`config.mk`:
```
export PLATFORM = sky130hd
export DESIGN_NAME = dma_cmd_decoder
export DESIGN_NICKNAME = d
export VERILOG_FILES = /design/src/rtl/dma_cmd_pkg.sv /design/src/rtl/dma_addr_decode.sv /design/src/rtl/dma_ctrl_regs.sv /design/src/rtl/dma_chan_flags.sv /design/src/rtl/dma_read_mux.sv /design/src/rtl/dma_cmd_decoder.sv
export SDC_FILE = /design/constraint.sdc
export NUM_CORES = 1
export LEC_CHECK = 0
export CORE_UTILIZATION = 52
export DETAILED_ROUTE_END_ITERATION = 10
export DONT_BUFFER_PORTS = 1
export PLACE_DENSITY = 0.79
export SLEW_MARGIN = 10
export SYNTH_ARGS = -nofsm -noshare
export SYNTH_HDL_FRONTEND = slang
export SYNTH_SLANG_ARGS = --single-unit
```
`constraint.sdc`:
```
create_clock -name clk -period 2.26 [get_ports clk]
set_input_delay 0.226 -clock clk [delete_from_list [all_inputs] [get_ports clk]]
set_output_delay 0.226 -clock clk [all_outputs]
set_load 0.02 [all_outputs]
```
`src/rtl/dma_cmd_pkg.sv`:
```
package dma_cmd_pkg;

  typedef enum logic [3:0] {
    ADR_CTRL_STAT = 4'h8,
    ADR_REQ_ONE   = 4'h9,
    ADR_MASK_ONE  = 4'hA,
    ADR_MODE      = 4'hB,
    ADR_PTR_CLR   = 4'hC,
    ADR_TEMP_MCLR = 4'hD,
    ADR_MASK_CLR  = 4'hE,
    ADR_MASK_ALL  = 4'hF
  } reg_addr_e;

  typedef struct packed {
    logic ctrl_we;
    logic req_we;
    logic mask_we;
    logic mode_we;
    logic ptr_clr;
    logic mclr;
    logic mask_clr;
    logic mask_all;
  } cmd_t;

endpackage

```
`src/rtl/dma_addr_decode.sv`:
```
module dma_addr_decode
  import dma_cmd_pkg::*;
#(
  parameter int unsigned AW = 4
) (
  input  logic          clk,
  input  logic          rst_n,
  input  logic          cs_n,
  input  logic          rd_n,
  input  logic          wr_n,
  input  logic [AW-1:0] addr_i,
  output cmd_t          cmd_o,
  output logic          rd_stat_o,
  output logic          rd_temp_o
);

  logic wr_act, wr_prev_q, wr_prev_d, wr_fire;
  logic rd_act;

  assign wr_act  = !cs_n && !wr_n;
  assign rd_act  = !cs_n && !rd_n;
  assign wr_fire = wr_act && !wr_prev_q;

  always_comb begin
    wr_prev_d = wr_act;
  end

  always_ff @(posedge clk or negedge rst_n) begin
    if (!rst_n) wr_prev_q <= 1'b0;
    else        wr_prev_q <= wr_prev_d;
  end

  always_comb begin
    cmd_o          = '0;
    cmd_o.ctrl_we  = wr_fire && (addr_i == ADR_CTRL_STAT);
    cmd_o.req_we   = wr_fire && (addr_i == ADR_REQ_ONE);
    cmd_o.mask_we  = wr_fire && (addr_i == ADR_MASK_ONE);
    cmd_o.mode_we  = wr_fire && (addr_i == ADR_MODE);
    cmd_o.ptr_clr  = wr_fire && (addr_i == ADR_PTR_CLR);
    cmd_o.mclr     = wr_fire && (addr_i == ADR_TEMP_MCLR);
    cmd_o.mask_clr = wr_fire && (addr_i == ADR_MASK_CLR);
    cmd_o.mask_all = wr_fire && (addr_i == ADR_MASK_ALL);
  end

  assign rd_stat_o = rd_act && (addr_i == ADR_CTRL_STAT);
  assign rd_temp_o = rd_act && (addr_i == ADR_TEMP_MCLR);

  // a write strobe held low fires only once
  p_single_fire_r10: assert property (@(posedge clk) disable iff (!rst_n)
    wr_fire |=> !wr_fire);

  // at most one command decoded per edge
  p_one_cmd_r10: assert property (@(posedge clk) disable iff (!rst_n)
    $onehot0(cmd_o));

endmodule

```
`src/rtl/dma_ctrl_regs.sv`:
```
module dma_ctrl_regs
  import dma_cmd_pkg::*;
#(
  parameter int unsigned DW = 8
) (
  input  logic          clk,
  input  logic          rst_n,
  input  cmd_t          cmd_i,
  input  logic [DW-1:0] wr_data_i,
  input  logic          ptr_toggle_i,
  output logic [DW-1:0] ctrl_o,
  output logic          ptr_o,
  output logic          mode_wr_o,
  output logic [DW-1:0] mode_data_o
);

  logic [DW-1:0] ctrl_q, ctrl_d;
  logic          ctrl_en;
  logic          ptr_q, ptr_d;
  logic          mode_wr_q, mode_wr_d;
  logic [DW-1:0] mode_data_q, mode_data_d;
  logic          mode_en;

  always_comb begin
    ctrl_en = cmd_i.ctrl_we || cmd_i.mclr;
    ctrl_d  = cmd_i.mclr ? '0 : wr_data_i;
  end

  always_comb begin
    if (cmd_i.mclr || cmd_i.ptr_clr) ptr_d = 1'b0;
    else if (ptr_toggle_i)           ptr_d = !ptr_q;
    else                             ptr_d = ptr_q;
  end

  always_comb begin
    mode_wr_d   = cmd_i.mode_we;
    mode_en     = cmd_i.mode_we;
    mode_data_d = wr_data_i;
  end

  always_ff @(posedge clk or negedge rst_n) begin
    if (!rst_n) begin
      ctrl_q      <= '0;
      ptr_q       <= 1'b0;
      mode_wr_q   <= 1'b0;
      mode_data_q <= '0;
    end else begin
      if (ctrl_en) ctrl_q <= ctrl_d;
      ptr_q     <= ptr_d;
      mode_wr_q <= mode_wr_d;
      if (mode_en) mode_data_q <= mode_data_d;
    end
  end

  assign ctrl_o      = ctrl_q;
  assign ptr_o       = ptr_q;
  assign mode_wr_o   = mode_wr_q;
  assign mode_data_o = mode_data_q;

  // control holds its value without a load or clear
  p_ctrl_hold_r2: assert property (@(posedge clk) disable iff (!rst_n)
    (!cmd_i.ctrl_we && !cmd_i.mclr) |=> $stable(ctrl_q));

  // master clear empties control and pointer
  p_mclr_ctrl_r8: assert property (@(posedge clk) disable iff (!rst_n)
    cmd_i.mclr |=> (ctrl_q == '0) && !ptr_q);

  // clear wins over toggle
  p_ptr_clr_r7: assert property (@(posedge clk) disable iff (!rst_n)
    cmd_i.ptr_clr |=> !ptr_q);

  // mode strobe is one cycle wide
  p_mode_pulse_r6: assert property (@(posedge clk) disable iff (!rst_n)
    mode_wr_q |=> !mode_wr_q);

endmodule

```
`src/rtl/dma_chan_flags.sv`:
```
module dma_chan_flags
  import dma_cmd_pkg::*;
#(
  parameter int unsigned NCH = 4,
  localparam int unsigned CW = $clog2(NCH)
) (
  input  logic           clk,
  input  logic           rst_n,
  input  cmd_t           cmd_i,
  input  logic [CW:0]    sel_data_i,
  input  logic [NCH-1:0] all_data_i,
  output logic [NCH-1:0] req_o,
  output logic [NCH-1:0] mask_o
);

  logic [NCH-1:0] req_q, mask_q;
  logic           new_val;
  logic [CW-1:0]  chan_sel;

  assign new_val  = sel_data_i[CW];
  assign chan_sel = sel_data_i[CW-1:0];

  for (genvar g = 0; g < NCH; g++) begin : g_chan
    logic hit, req_d, mask_d, req_en, mask_en;

    always_comb begin
      hit     = (chan_sel == CW'(g));
      req_en  = cmd_i.mclr || (cmd_i.req_we && hit);
      req_d   = cmd_i.mclr ? 1'b0 : new_val;
      mask_en = cmd_i.mclr || cmd_i.mask_clr || cmd_i.mask_all ||
                (cmd_i.mask_we && hit);
      if (cmd_i.mclr)          mask_d = 1'b1;
      else if (cmd_i.mask_clr) mask_d = 1'b0;
      else if (cmd_i.mask_all) mask_d = all_data_i[g];
      else                     mask_d = new_val;
    end

    always_ff @(posedge clk or negedge rst_n) begin
      if (!rst_n) begin
        req_q[g]  <= 1'b0;
        mask_q[g] <= 1'b1;
      end else begin
        if (req_en)  req_q[g]  <= req_d;
        if (mask_en) mask_q[g] <= mask_d;
      end
    end
  end

  assign req_o  = req_q;
  assign mask_o = mask_q;

  // a single-flag write touches at most one request flag
  p_req_one_r4: assert property (@(posedge clk) disable iff (!rst_n)
    cmd_i.req_we |=> ($countones(req_q ^ $past(req_q)) <= 1));

  // a single-flag write touches at most one mask flag
  p_mask_one_r5: assert property (@(posedge clk) disable iff (!rst_n)
    cmd_i.mask_we |=> ($countones(mask_q ^ $past(mask_q)) <= 1));

  // clear-all empties the mask
  p_mask_clr_r9: assert property (@(posedge clk) disable iff (!rst_n)
    cmd_i.mask_clr |=> (mask_q == '0));

  // master clear restores the reset flags
  p_mclr_flags_r8: assert property (@(posedge clk) disable iff (!rst_n)
    cmd_i.mclr |=> (req_q == '0) && (&mask_q));

endmodule

```
`src/rtl/dma_read_mux.sv`:
```
module dma_read_mux #(
  parameter int unsigned NCH = 4,
  parameter int unsigned DW  = 8,
  localparam int unsigned SW = 2 * NCH
) (
  input  logic           clk,
  input  logic           rst_n,
  input  logic           rd_stat_i,
  input  logic           rd_temp_i,
  input  logic [NCH-1:0] tc_i,
  input  logic [NCH-1:0] dreq_i,
  input  logic [NCH-1:0] req_i,
  input  logic [DW-1:0]  temp_i,
  output logic [DW-1:0]  rd_data_o
);

  logic [DW-1:0]  stat_word;
  logic [NCH-1:0] pending;

  always_comb begin
    pending   = dreq_i | req_i;
    stat_word = '0;
    stat_word[SW-1:0] = {pending, tc_i};
  end

  always_comb begin
    if (rd_stat_i)      rd_data_o = stat_word;
    else if (rd_temp_i) rd_data_o = temp_i;
    else                rd_data_o = '0;
  end

  // nothing is returned outside a decoded read
  p_rd_idle_r11: assert property (@(posedge clk) disable iff (!rst_n)
    (!rd_stat_i && !rd_temp_i) |-> (rd_data_o == '0));

  // a request flag always shows as pending in status
  p_stat_req_r3: assert property (@(posedge clk) disable iff (!rst_n)
    rd_stat_i |-> ((rd_data_o[SW-1:NCH] & req_i) == req_i));

endmodule

```
`src/rtl/dma_cmd_decoder.sv`:
```
module dma_cmd_decoder
  import dma_cmd_pkg::*;
#(
  parameter int unsigned NCH = 4,
  parameter int unsigned DW  = 8,
  parameter int unsigned AW  = 4,
  localparam int unsigned CW = $clog2(NCH)
) (
  input  logic           clk,
  input  logic           rst_n,
  input  logic           cs_n,
  input  logic           rd_n,
  input  logic           wr_n,
  input  logic [AW-1:0]  addr_i,
  input  logic [DW-1:0]  wr_data_i,
  output logic [DW-1:0]  rd_data_o,
  input  logic [NCH-1:0] tc_i,
  input  logic [NCH-1:0] dreq_i,
  input  logic [DW-1:0]  temp_i,
  input  logic           ptr_toggle_i,
  output logic [DW-1:0]  ctrl_o,
  output logic [NCH-1:0] req_o,
  output logic [NCH-1:0] mask_o,
  output logic           ptr_o,
  output logic           mode_wr_o,
  output logic [DW-1:0]  mode_data_o
);

  logic rst_s0_q, rst_s1_q, rst_int_n;
  cmd_t cmd;
  logic rd_stat, rd_temp;

  always_ff @(posedge clk or negedge rst_n) begin
    if (!rst_n) begin
      rst_s0_q <= 1'b0;
      rst_s1_q <= 1'b0;
    end else begin
      rst_s0_q <= 1'b1;
      rst_s1_q <= rst_s0_q;
    end
  end
  assign rst_int_n = rst_s1_q;

  dma_addr_decode #(.AW(AW)) u_dec (
    .clk(clk), .rst_n(rst_int_n), .cs_n(cs_n), .rd_n(rd_n), .wr_n(wr_n),
    .addr_i(addr_i), .cmd_o(cmd), .rd_stat_o(rd_stat), .rd_temp_o(rd_temp)
  );

  dma_ctrl_regs #(.DW(DW)) u_ctrl (
    .clk(clk), .rst_n(rst_int_n), .cmd_i(cmd), .wr_data_i(wr_data_i),
    .ptr_toggle_i(ptr_toggle_i), .ctrl_o(ctrl_o), .ptr_o(ptr_o),
    .mode_wr_o(mode_wr_o), .mode_data_o(mode_data_o)
  );

  dma_chan_flags #(.NCH(NCH)) u_flags (
    .clk(clk), .rst_n(rst_int_n), .cmd_i(cmd),
    .sel_data_i(wr_data_i[CW:0]), .all_data_i(wr_data_i[NCH-1:0]),
    .req_o(req_o), .mask_o(mask_o)
  );

  dma_read_mux #(.NCH(NCH), .DW(DW)) u_rd (
    .clk(clk), .rst_n(rst_int_n), .rd_stat_i(rd_stat), .rd_temp_i(rd_temp),
    .tc_i(tc_i), .dreq_i(dreq_i), .req_i(req_o), .temp_i(temp_i),
    .rd_data_o(rd_data_o)
  );

  // reset leaves the block in its idle state
  p_reset_state_r1: assert property (@(posedge clk)
    (rst_int_n && !$past(rst_int_n)) |-> (ctrl_o == '0) && (req_o == '0) &&
    (&mask_o) && !ptr_o && !mode_wr_o);

endmodule

```
After elaboration in Yosys (flattened, before gate mapping)
Cells that the tools add are included.
{"block": "op_classes", "n_eq_ne": 11, "mux": 17, "n_bitwise": 1, "reduce_logical": 40}
{"cell": "$eq 4x4->1 const B", "count": 8}
{"cell": "$mux 8", "count": 3}
{"cell": "$logic_and 1x1->1", "count": 21}
{"cell": "$mux 1", "count": 14}
{"cell": "$logic_or 1x1->1", "count": 12}
{"cell": "$logic_not 1->1", "count": 5}
{"cell": "$eq 2x2->1 const B", "count": 2}
{"cell": "$or 4x4->4", "count": 1}
{"cell": "$eq 2x1->1 const B", "count": 1}
{"cell": "$logic_not 2->1", "count": 1}
{"cell": "$reduce_bool 2->1", "count": 1}
{"block": "totals", "register_bits": 29, "inputBits": 34, "output_inout_bits": 34}

Depth between registers and ports, before layout
Gate-level depths: netlist of run 1.
{"block": "logic_depth", "depth_word": 7, "depth_mapped": 6, "depth_no_buf": 4}

Cells and area by module
A second synthesis of run 1 with hierarchy kept.
{"block": "unflattened", "hier_cells": 132, "hier_area_um2": 1524.0}
{"module": "dma_ctrl_regs", "instances": 1, "cells_each": 47, "area_per_inst_um2": 721.9, "seq_area_each_um2": 450.4}
{"module": "dma_chan_flags", "instances": 1, "cells_each": 46, "area_per_inst_um2": 499.2, "seq_area_each_um2": 205.2}
{"module": "dma_addr_decode", "instances": 1, "cells_each": 18, "area_per_inst_um2": 142.6, "seq_area_each_um2": 25.0}
{"module": "dma_read_mux", "instances": 1, "cells_each": 18, "area_per_inst_um2": 106.4, "seq_area_each_um2": 0.0}
{"module": "dma_cmd_decoder", "instances": 1, "cells_each": 3, "area_per_inst_um2": 53.8, "seq_area_each_um2": 50.0}

Worst setup path after synthesis of run 1
No wires, ideal clock.
{"block": "synth_path", "path_type": "input to output", "start": "input port addr_i[1]", "end": "output port rd_data_o[4]", "arrival_ns": 1.357, "path_slack_ns": 0.677, "stages": 3, "n_path_buf": 1, "cell_sequence": "buf_2 -> or4_1 -> o2bb2ai_1"}
{"block": "synth_between", "elab_chain_cells": 4, "elab_cells_between_ends": 6, "cone_classes": "eq/ne: 2; mux: 2; reduce/logical: 2"}
{"item": "from (decl)", "line_no": "dma_cmd_decoder.sv:14", "text": "input logic [AW-1:0] addr_i,"}
{"item": "$eq 4x4->1", "line_no": "dma_addr_decode.sv:46", "text": "assign rd_temp_o = rd_act && (addr_i == ADR_TEMP_MCLR);"}
{"item": "$logic_and 1x1->1", "line_no": "dma_addr_decode.sv:46"}
{"item": "$mux 8", "line_no": "dma_read_mux.sv:28", "text": "else if (rd_temp_i) rd_data_o = temp_i;"}
{"item": "$mux 8 *", "line_no": "dma_read_mux.sv:27", "text": "if (rd_stat_i) rd_data_o = stat_word;"}
{"item": "to (decl)", "line_no": "dma_cmd_decoder.sv:16", "text": "output logic [DW-1:0] rd_data_o,"}
Every way passes the cells marked *; elsewhere a longest branch is shown, timed or not.

Worst setup path after layout of run 1
{"block": "layout_path", "start": "register u_dec.wr_prev_q", "end": "register u_ctrl.mode_data_q[6], in the netlist u_ctrl.mode_data_o[6]"}
{"block": "layout_between", "elab_chain_cells": 3}
{"item": "from (decl)", "line_no": "dma_addr_decode.sv:17", "text": "logic wr_act, wr_prev_q, wr_prev_d, wr_fire;"}
{"item": "from (signal assigned)", "line_no": "dma_addr_decode.sv:30", "text": "else wr_prev_q <= wr_prev_d;"}
{"item": "$logic_not 1->1", "line_no": "dma_addr_decode.sv:22", "text": "assign wr_fire = wr_act && !wr_prev_q;"}
{"item": "$logic_and 1x1->1", "line_no": "dma_addr_decode.sv:22"}
{"item": "$logic_and 1x1->1", "line_no": "dma_addr_decode.sv:38", "text": "cmd_o.mode_we = wr_fire && (addr_i == ADR_MODE);"}
{"item": "to (signal assigned)", "line_no": "dma_ctrl_regs.sv:51", "text": "if (mode_en) mode_data_q <= mode_data_d;"}
{"item": "to (decl)", "line_no": "dma_ctrl_regs.sv:21", "text": "logic [DW-1:0] mode_data_q, mode_data_d;"}
No other way between the ends.
A chain may end at the register's enable or synchronous reset.

==> out/results.ini, run 1 <==
[clock_network]
clkTransAtPathRegs_ns=0.09
cts_buffer_depth=2
cts_tree=yes
insertion_delay_ns=0.32
cts_made_buffers=5
cts_root_buffer=clkbuf_4
htreeDepth=2
cts.sinks=29

[timing]
tns_ns=0
holdWs_ns=0.0562
slew_headroom=0.451
finalHoldViolCount=0
rsz0062_at_grt=false
min_period_ns=1.63
clock_skew_ns=0.00471
fin_crit_sh=0.720
slew_violations=0
worstMarginPinSlew_ns=0.823
setup_violations=0
max_freq_mhz=614

[floorplanning]
io_pins=68
rows=19
start_util=0.545
die_area_mm2=0.00308
die_w_um=55.5
dieHeight_um=55.5
core_mm2=0.00273

[yosys]
syn_avg_cell_area_um2=11.4
ys.flop_type=dfrtp_1
synth_cell_type_count=33
yosysWarnings=0
ys_seq_area_frac=0.491
synth_area_mm2=0.00149
synth.area.top_cells=dfrtp_1 (42%), mux2_2 (8.3%), mux2i_1 (8.1%)
yosys.area.top_type_share=0.420
synth-edff-count=0
yosys.area.top_type=dfrtp_1
synthesis.instances=131
synthesis.nets=165
synth_seq_cells=29
synth-async-reset-ratio=1.00

[final_layout]
final_common_cell=dfrtp_1
drive_above_1_share=0.244
final_nets=168
antenna_cells=0
areaGrowthSynthToFinish_pct=6.55
stdcell_area_mm2=0.00159
final_cell_mix=dfrtp_1 (25), nor2_1 (22), mux2i_1 (12)

[route]
vias=1015
drc=0
viasPerCell=6.11
dr.pass1.iters=6
drt_iter0_drc=28
final_antenna_net_count=0
wl_per_cell_um=17.4
wl_um=2890

[min_path]
hp-class=input port to register

[place]
gp_congestion=0.708
port_buffers=0
place_area_mm2=0.00147
dpl.hpwl_um=2130

[worst_setup_path]
start_kind=register
path_max_fanout=9
crit_path_end_kind=register
crit_type=register to register
critPathRequiredTime_ns=2.46
crit_arrival_ns=1.83

[flow_run]
drv_cap=0

[power_and_ir_drop]
power_mw=1.35
leakagePower_nw=0.705
ir_drop_mv=1.11
power_density_mw_per_mm2=849

[global_route]
grt_max_degree=23
grt_pass1_vias=1021
antenna_found_initial=0
grt_overflow=0
grt_use_total=0.205
grt_pass1_wl_um=4840

[run_status]
status=finished, final reports clean

==> logic make-up after synthesis <==
kind of cell / after synthesis / share of synthesized area
AO/OA/AOI/OAI: 18 / 0.0866
XOR/XNOR: 1 / 0.00588
buffers and inverters: 11 / 0.0580
flip-flops: 29 / 0.491
multiplexers: 23 / 0.164
other: 1 / 0.00252
AND/OR/NAND/NOR: 48 / 0.192
==> registers in the layout, summed over array words and instances, names as in the netlist <==
signal	cells
u_ctrl.ctrl_o	8
u_ctrl.mode_data_o	8
u_flags.mask_o	4
u_flags.req_o	4
rst_int_n	1
rst_s0_q	1
u_ctrl.mode_wr_o	1
u_ctrl.ptr_o	1
u_dec.wr_prev_q	1
==> metal layers <==
layer | track usage | part of all wire | vias up
li1 | - | - | 469
met1 | 0.259 | 0.40 | 506
met2 | 0.327 | 0.52 | 33
met3 | 0.0703 | 0.064 | 7
met4 | 0.0750 | 0.018 | 0
met5 | 0 | 0 | -
==> final cells by class <==
class | instances | area (µm²)
clock inverters | 1 | 30.0
clock buffers | 7 | 55.1
repair buffers | 7 | 60.1
well taps | 31 | 38.8
multi-input cells | 91 | 672
fillers | 231 | 1150
flip-flops and latches | 29 | 731
==> cells in the mapped netlist, types with 2 or more instances <==
cell type	n
o21ai_0	4
dfstp_2	4
nor2_1	22
buf_2	2
mux2_2	11
dfrtp_1	25
buf_6	4
buf_4	3
nand3_1	3
nand4b_1	3
nor4b_4	2
a22o_1	4
nand2_1	6
a21oi_1	3
o2bb2ai_1	4
mux2i_1	12
nor3b_1	3
==> what timing repair did <==
action                                 4_1_cts  5_1_grt
endpoints found under the hold margin        3        0
gates resized for setup                      0        0
setup buffers                                0        0
hold buffers                                 3        0
==> worst max-delay path: stages, from the launching register on <==
cell and delay [ns]:
dfrtp_1 0.40, nor4b_4 0.31, and4b_2 0.43, mux2_2 0.37
==> report_power, final <==
| part | leakage, nW | switching, mW | internal (mW) | total [mW] |
|---|---|---|---|---|
| Sequential | 0.369 | 0.169 | 0.617 | 0.786 |
| Clock | 0.0455 | 0.173 | 0.264 | 0.437 |
| Combinational | 0.290 | 0.0489 | 0.0741 | 0.123 |
| Total | 0.705 | 0.391 | 0.956 | 1.35 |
==> path summary, 6_finish.rpt <==
check | startpoint | endpoint | slack, ns | cells past startpoint
hold / removal | wr_data_i[7] | u_ctrl.mode_data_o[7]$_DFFE_PN0P_ | 0.06 | 1
setup reg to reg | u_dec.wr_prev_q$_DFF_PN0_ | u_ctrl.mode_data_o[6]$_DFFE_PN0P_ | 0.63 | 3
max in group asynchronous | rst_int_n$_DFF_PN0_ | u_ctrl.mode_data_o[2]$_DFFE_PN0P_ | 1.32 | 1
hold reg to reg | rst_int_n$_DFF_PN0_ | u_ctrl.mode_data_o[7]$_DFFE_PN0P_ | 0.34 | 0
min in group asynchronous | rst_n | rst_s0_q$_DFF_PN0_ | 0.13 | 1
setup / recovery | u_dec.wr_prev_q$_DFF_PN0_ | u_ctrl.mode_data_o[6]$_DFFE_PN0P_ | 0.63 | 3
==> through the flow <==
stage,std cells,utilization,setup slack [ns]
6_report,166,0.580,0.632
3_5_place_dp,155,0.538,0.641
5_1_grt,166,0.580,0.520
4_1_cts,166,0.580,0.632
2_1_floorplan,131,-,0.677
3_3_place_gp,155,0.538,0.695
Note: power is estimated with default switching activity, not from simulation.
==> run 2, diff against run 1 <==
--- a/config.mk
+++ b/config.mk
@@ -5,6 +5,7 @@
 export SDC_FILE = /design/constraint.sdc
 export NUM_CORES = 1
 export LEC_CHECK = 0
+export ABC_AREA = 1
 export CORE_UTILIZATION = 52
 export DETAILED_ROUTE_END_ITERATION = 10
 export DONT_BUFFER_PORTS = 1
==> constraint.sdc (replaced) <==
create_clock -name clk -period 1.6 [get_ports clk]
set_input_delay 0.16 -clock clk [delete_from_list [all_inputs] [get_ports clk]]
set_output_delay 0.16 -clock clk [all_outputs]
set_load 0.02 [all_outputs]
==> run 2 against run 1 <==
The run now ends with design-rule violations left. Sequential power up 42%. Clock skew rose by 0.0077 ns. Die area rose by 5.8%. Power is 36% higher. Cell count increased by 43%. Flip-flop and latch count stayed put. Critical path type is now register to output port. Synthesized cell count up 42%. Non-clock buffer count increased by 8. Design area increased by 13%. Clock power up 4%. First-iteration DRC count up 100%.
==> out/results.ini, run 2 <==
[yosys]
yosys-top-cells-count=nand2_1 (50), dfrtp_1 (25), nand3_1 (20)
yosys.area.top_type=dfrtp_1
ys_seq_area_frac=0.463  ; -0.0276
synth_area_mm2=0.00158  ; +6.0%
synth.area.top_cells=dfrtp_1 (40%), nand2_1 (12%), dfstp_2 (6.7%)
synth_cell_type_count=26  ; -21%
yosys.area.top_type_share=0.397  ; -0.0237
ys.flop_type=dfrtp_1
yosysWarnings=0  ; unchanged
synth.most_common_cell=nand2_1
synth_seq_cells=29  ; unchanged
synth-edff-count=0  ; unchanged
synth-async-reset-ratio=1.00  ; unchanged
synthesis.instances=186  ; +42%
syn_avg_cell_area_um2=8.48  ; -25%
synthesis.nets=220  ; +33%

[global_route]
grt_overflow=0  ; unchanged
grt_pass1_wl_um=5630  ; +16%
grt_max_degree=18  ; -22%
grt_pass1_vias=1352  ; +32%
antenna_found_initial=0  ; unchanged
grt_use_total=0.228  ; +0.0234

[final_layout]
fillers=222  ; -3.9%
areaGrowthSynthToFinish_pct=13.7
final_cell_mix=nand2_1 (50), dfrtp_1 (25), nand3_1 (20)
finalNonFillerCells=238  ; +43%
final_common_cell=nand2_1
final_nets=240  ; +43%
antenna_cells=0  ; unchanged
drive_above_1_share=0.217  ; -0.0271

[route]
wl_met1_um=1300  ; +12%
final_antenna_net_count=0  ; unchanged
viasPerCell=5.51  ; -9.9%
highest_layer=met4
wl_um=3440  ; +19%
wl_per_cell_um=14.4  ; -17%
vias=1311  ; +29%
wl_met3_um=316  ; +72%
wl_met2_um=1790  ; +20%
dr.pass1.iters=7  ; +1
drt_iter0_drc=56  ; +100%
drc=16  ; +16

[clock_network]
cts_buffer_depth=2  ; unchanged
cts_tree=yes
cts_made_buffers=5  ; unchanged
cts_resized=0  ; unchanged
htreeDepth=2  ; unchanged
cts.sinks=29  ; unchanged
cts_root_buffer=clkbuf_4
post_cts_buffers=0  ; unchanged
insertion_delay_ns=0.33  ; about the same
clkTransAtPathRegs_ns=0.08  ; about the same

[worst_setup_path]
crit_chain=nor2_1 -> o21ai_0 -> buf_4
start_kind=register
slowest_delay_ns=0.50  ; +0.07 ns
crit_path_end_kind=output port
cp_slowest_cell=dfrtp_1
cpLargestDelayFamily=flip-flops
path_max_fanout=3  ; -6
crit_arrival_ns=1.24  ; -0.59 ns
path_buf_inv=1  ; +1
crit_type=register to output port
critPathRequiredTime_ns=1.44  ; -1.02 ns

[floorplanning]
start_util=0.562  ; +0.0178
die_area_mm2=0.00326  ; +5.8%
dieHeight_um=57.1  ; +2.8%
core_mm2=0.00281  ; +2.6%
rows=19  ; unchanged
die_w_um=57.1  ; +2.8%
io_pins=68  ; unchanged

[timing]
min_period_ns=1.40
fin_crit_sh=0.873
tns_ns=0  ; unchanged
slew_violations=0  ; unchanged
worst_slack_ns=0.204  ; -0.429 ns
holdWs_ns=0.0109  ; -0.0453 ns
clock_skew_ns=0.0124  ; +0.00765 ns
rsz0062_at_grt=false
max_freq_mhz=716
setup_violations=0  ; unchanged
finalHoldViolCount=0  ; unchanged

[flow_run]
drv_cap=0  ; unchanged

[place]
placedCellCount=220  ; +42%
gp_congestion=0.870  ; +23%
dp_slack_ns=0.279  ; -0.363 ns
port_buffers=0  ; unchanged
dpl.hpwl_um=2760  ; +30%

[run_status]
status=finished with violations
violations=design-rule violations

[power_and_ir_drop]
power.clock.fraction=0.248  ; -0.077
power_mw=1.83  ; +36%
leakagePower_nw=0.919  ; +30%
comb_power_share=0.142  ; +0.051
swShare=0.342  ; +0.0517
ir_drop_mv=0.643  ; -42%
power_density_mw_per_mm2=1020  ; +20%
p_int_mw=1.20  ; +26%
pwr-share-seq=0.610  ; +0.026
p_sw_uw=625  ; +60%

[min_path]
hp-class=input port to register

run 2: changes by cell type in the layout (fill, tap and decap cells not counted), sizes merged, moves of 3 or more:
cell	change
nor3b	-4
nand3	+18
mux2i	-12
o2bb2ai	-4
mux2	-11
o21ai	+15
a21oi	+10
nand4b	-3
inv	+19
a22o	-5
nand2	+49
dlygate4sd3	+7
run 2: logic make-up after synthesis:
| logic type | synth area share |
|---|---|
| other | 0.00238 |
| buffers and inverters | 0.0627 |
| xor gates and xnor gates | 0.00555 |
| AOI/OAI and AO/OA | 0.132 |
| and+or+nand+nor | 0.335 |
| DFF | 0.463 |
run 2: cell type report:
type,instances,area [µm²],area share
inverters,20,80.1,0.0446
clock buffers,8,58.8,0.0328
repair buffers,15,138,0.0767
well taps,31,38.8,0.0216
multi-input cells,135,748,0.417
flip-flops and latches,29,731,0.407
run 2: repair_timing:
item,CTS,global route
hold buffers,9,1
endpoints found under the setup margin,0,0
hold endpoints to repair,11,1
run 2: through the flow:
step | cell area, µm² | util
after global routing | 1790 | 0.640
final | 1790 | 0.640
after CTS | 1780 | 0.636
after floorplan | 1580 | -
after detailed placement | 1640 | 0.583
after global placement | 1640 | 0.583
run 2: path summary, 6_finish.rpt:
check                                        startpoint                       endpoint  slack (ns)  cells after the start
setup reg to reg              u_dec.wr_prev_q$_DFF_PN0_  u_flags.mask_o[2]$_DFFE_PN1P_        0.28                      4
max in group asynchronous           rst_int_n$_DFF_PN0_   u_ctrl.ctrl_o[4]$_DFFE_PN0P_        0.85                      1
min in group asynchronous                         rst_n             rst_s0_q$_DFF_PN0_        0.06                      1
setup / recovery           u_flags.req_o[2]$_DFFE_PN0P_                   rd_data_o[6]        0.20                      3
hold / removal                             wr_data_i[2]   u_flags.req_o[0]$_DFFE_PN0P_        0.01                      2
hold reg to reg                     rst_int_n$_DFF_PN0_       u_ctrl.ptr_o$_DFFE_PN0P_        0.18                      0
run 2: worst reg2reg max path: stages, from the launching register on:
cell and delay, ns:
dfrtp_1 0.39, nor2_2 0.39, nand2_1 0.20, a21oi_1 0.21, a21oi_2 0.07
run 2: power by group through the flow:
stage | Clock, mW | Sequential (mW) | Combinational (mW)
after floorplan | 0 | 1.11 | 0.195
after global placement | 0 | 1.13 | 0.227
after detailed placement | 0 | 1.13 | 0.240
after CTS | 0.454 | 1.12 | 0.260
after global routing | 0.492 | 1.13 | 0.295
final | 0.453 | 1.12 | 0.259
run 2: layer usage:
layer	global-route usage	up-vias
met5	0	-
met4	0.0976	0
met3	0.0930	3
met2	0.407	58
met1	0.236	604
li1	-	646
==> run 3, diff against run 2 <==
--- a/config.mk
+++ b/config.mk
@@ -9,6 +9,7 @@
 export CORE_UTILIZATION = 52
 export DETAILED_ROUTE_END_ITERATION = 10
 export DONT_BUFFER_PORTS = 1
+export MAX_ROUTING_LAYER = met4
 export PLACE_DENSITY = 0.79
 export SLEW_MARGIN = 10
 export SYNTH_ARGS = -nofsm -noshare
==> constraint.sdc (replaced) <==
create_clock -name clk -period 1.49 [get_ports clk]
set_input_delay 0.149 -clock clk [delete_from_list [all_inputs] [get_ports clk]]
set_output_delay 0.149 -clock clk [all_outputs]
set_load 0.02 [all_outputs]
==> run 3 against run 2 <==
The run still ends with design-rule violations left. Combinational power increased by 11%. Cell count unchanged. Core utilization increased by 1.2 points. Clock skew about the same. Sequential power increased by 6%. Power increased by 18%. Setup slack got worse by 0.080 ns. Global-route usage increased by 2.3 points. Clock-buffer cell count decreased by 1. Hold slack improved by 0.012 ns. First-iteration DRC count increased by 27%. Critical path type is now register to register. Largest cell class unchanged. Largest power group unchanged.
==> out/results.ini, run 3 (synthesis gave the netlist of run 2 again) <==
[run_status]
status=finished with violations
violations=design-rule violations

[clock_network]
cts_made_buffers=5  ; unchanged
cts_root_buffer=clkbuf_4
clkTransAtPathRegs_ns=0.09  ; about the same
cts_buffer_depth=2  ; unchanged
cts.sinks=29  ; unchanged
post_cts_buffers=0  ; unchanged
cts_tree=yes
insertion_delay_ns=0.33  ; about the same
htreeDepth=2  ; unchanged

[place]
gp_congestion=0.869  ; about the same
port_buffers=0  ; unchanged
dpl.hpwl_um=2740  ; -0.72%

[worst_setup_path]
start_kind=register
rr_worst_depth=6  ; +2
r2r_end=u_ctrl.mode_data_o[5]$_DFFE_PN0P_
path_max_fanout=16  ; +13
critPathRequiredTime_ns=1.71  ; +0.27 ns
timing.rr.start=u_dec.wr_prev_q$_DFF_PN0_
crit_type=register to register
crit_path_end_kind=register
cp-startpoint=u_dec.wr_prev_q$_DFF_PN0_
rrSetupSlack_ns=0.12  ; -0.16 ns
crit_arrival_ns=1.59  ; +0.35 ns
endpoint=u_ctrl.mode_data_o[5]$_DFFE_PN0P_

[route]
viasPerCell=5.66  ; +2.7%
wl_per_cell_um=15.3  ; +5.8%
wl_um=3640  ; +5.8%
dr.pass1.iters=8  ; +1
final_antenna_net_count=0  ; unchanged
drc=16  ; unchanged
vias=1347  ; +2.7%
drt_iter0_drc=71  ; +27%

[floorplanning]
start_util=0.562  ; unchanged
die_w_um=57.1  ; unchanged
rows=19  ; unchanged
core_mm2=0.00281  ; unchanged
io_pins=68  ; unchanged
die_area_mm2=0.00326  ; unchanged
dieHeight_um=57.1  ; unchanged

[global_route]
grt_pass1_vias=1405  ; +3.9%
grt_use_total=0.252  ; +0.0235
grt_pass1_wl_um=5960  ; +5.9%
grt_max_degree=28  ; +10
grt_overflow=0  ; unchanged
antenna_found_initial=0  ; unchanged

[timing]
finalHoldViolCount=0  ; unchanged
rsz0062_at_grt=true
holdWs_ns=0.0228  ; +0.0119 ns
min_period_ns=1.37
setup_violations=0  ; unchanged
slew_violations=0  ; unchanged
clock_skew_ns=0.0127  ; +0.000340 ns
fin_crit_sh=0.917
max_freq_mhz=732

[final_layout]
final_cell_mix=nand2_1 (50), dfrtp_1 (24), nand3_1 (20)
final_common_cell=nand2_1
utilization=0.651  ; +0.0116
drive_above_1_share=0.227  ; +0.00966
antenna_cells=0  ; unchanged
final_nets=240  ; unchanged
areaGrowthSynthToFinish_pct=15.8

[min_path]
hp-class=input port to register

[power_and_ir_drop]
leakagePower_nw=0.931  ; +1.3%
ir_drop_mv=0.747  ; +16%
power_density_mw_per_mm2=1180  ; +16%
power_mw=2.15  ; +18%

[flow_run]
drv_cap=0  ; unchanged

[run 3: changes by cell type in the layout (fill, tap and decap cells not counted), sizes merged]
cell	before	now
clkbuf	8	7
bufinv	0	1
[run 3: cell type report]
cell class	instances	area, µm²
timing repair buffer	15	138
clock inverter	1	30.0
multi-input combinational	135	753
inverter	20	80.1
sequential	29	732
tap	31	38.8
fill	233	978
clock buffer	7	55.1
[run 3: metal layers]
metal	up-vias	global-route usage	routed length, µm
met4	0	0.122	96
li1	640	-	-
met1	623	0.261	1360
met5	-	-	0
met2	71	0.425	1840
met3	13	0.0884	334
[run 3: worst max-delay path: stages (launching register included)]
cell and delay [ns]:
dfrtp_1 0.41, inv_1 0.15, nand4_4 0.19, inv_2 0.11
nand3_4 0.19, nand2_1 0.14, o21ai_2 0.06
[run 3: stage by stage]
stage / worst slack [ns] / cell area (µm²) / TNS (ns) / std cells
floorplan: 0.279 / 1580 / 0 / 186
global placement: 0.208 / 1640 / 0 / 220
detailed placement: 0.150 / 1640 / 0 / 220
CTS: 0.0427 / 1820 / 0 / 238
global route: -0.00544 / 1830 / -0.00544 / 238
finish: 0.124 / 1830 / 0 / 238
[run 3: what timing repair did]
action,CTS,global route
setup endpoints to repair,0,2
gates resized for setup,0,2
hold buffers,10,0
endpoints found under the hold margin,16,0
[run 3: how the worst min path moves through the flow]
stage / to / slack (ns) / cells past startpoint / from
after floorplan: rst_int_n$_DFF_PN0_ / -0.15 / 0 / rst_n
after global placement: rst_s0_q$_DFF_PN0_ / -0.15 / 0 / rst_n
after detailed placement: rst_s0_q$_DFF_PN0_ / -0.15 / 0 / rst_n
after CTS: u_ctrl.mode_data_o[1]$_DFFE_PN0P_ / 0.01 / 2 / wr_data_i[1]
after global routing: u_flags.mask_o[2]$_DFFE_PN1P_ / 0.01 / 2 / wr_data_i[2]
final: u_ctrl.mode_data_o[0]$_DFFE_PN0P_ / 0.02 / 2 / wr_data_i[0]
[run 3: power breakdown]
group          switching [mW]  internal, mW  leakage [nW]
Combinational           0.166         0.122         0.517
Clock                   0.271         0.401        0.0455
Sequential              0.254         0.938         0.368
Total                   0.691          1.46         0.931
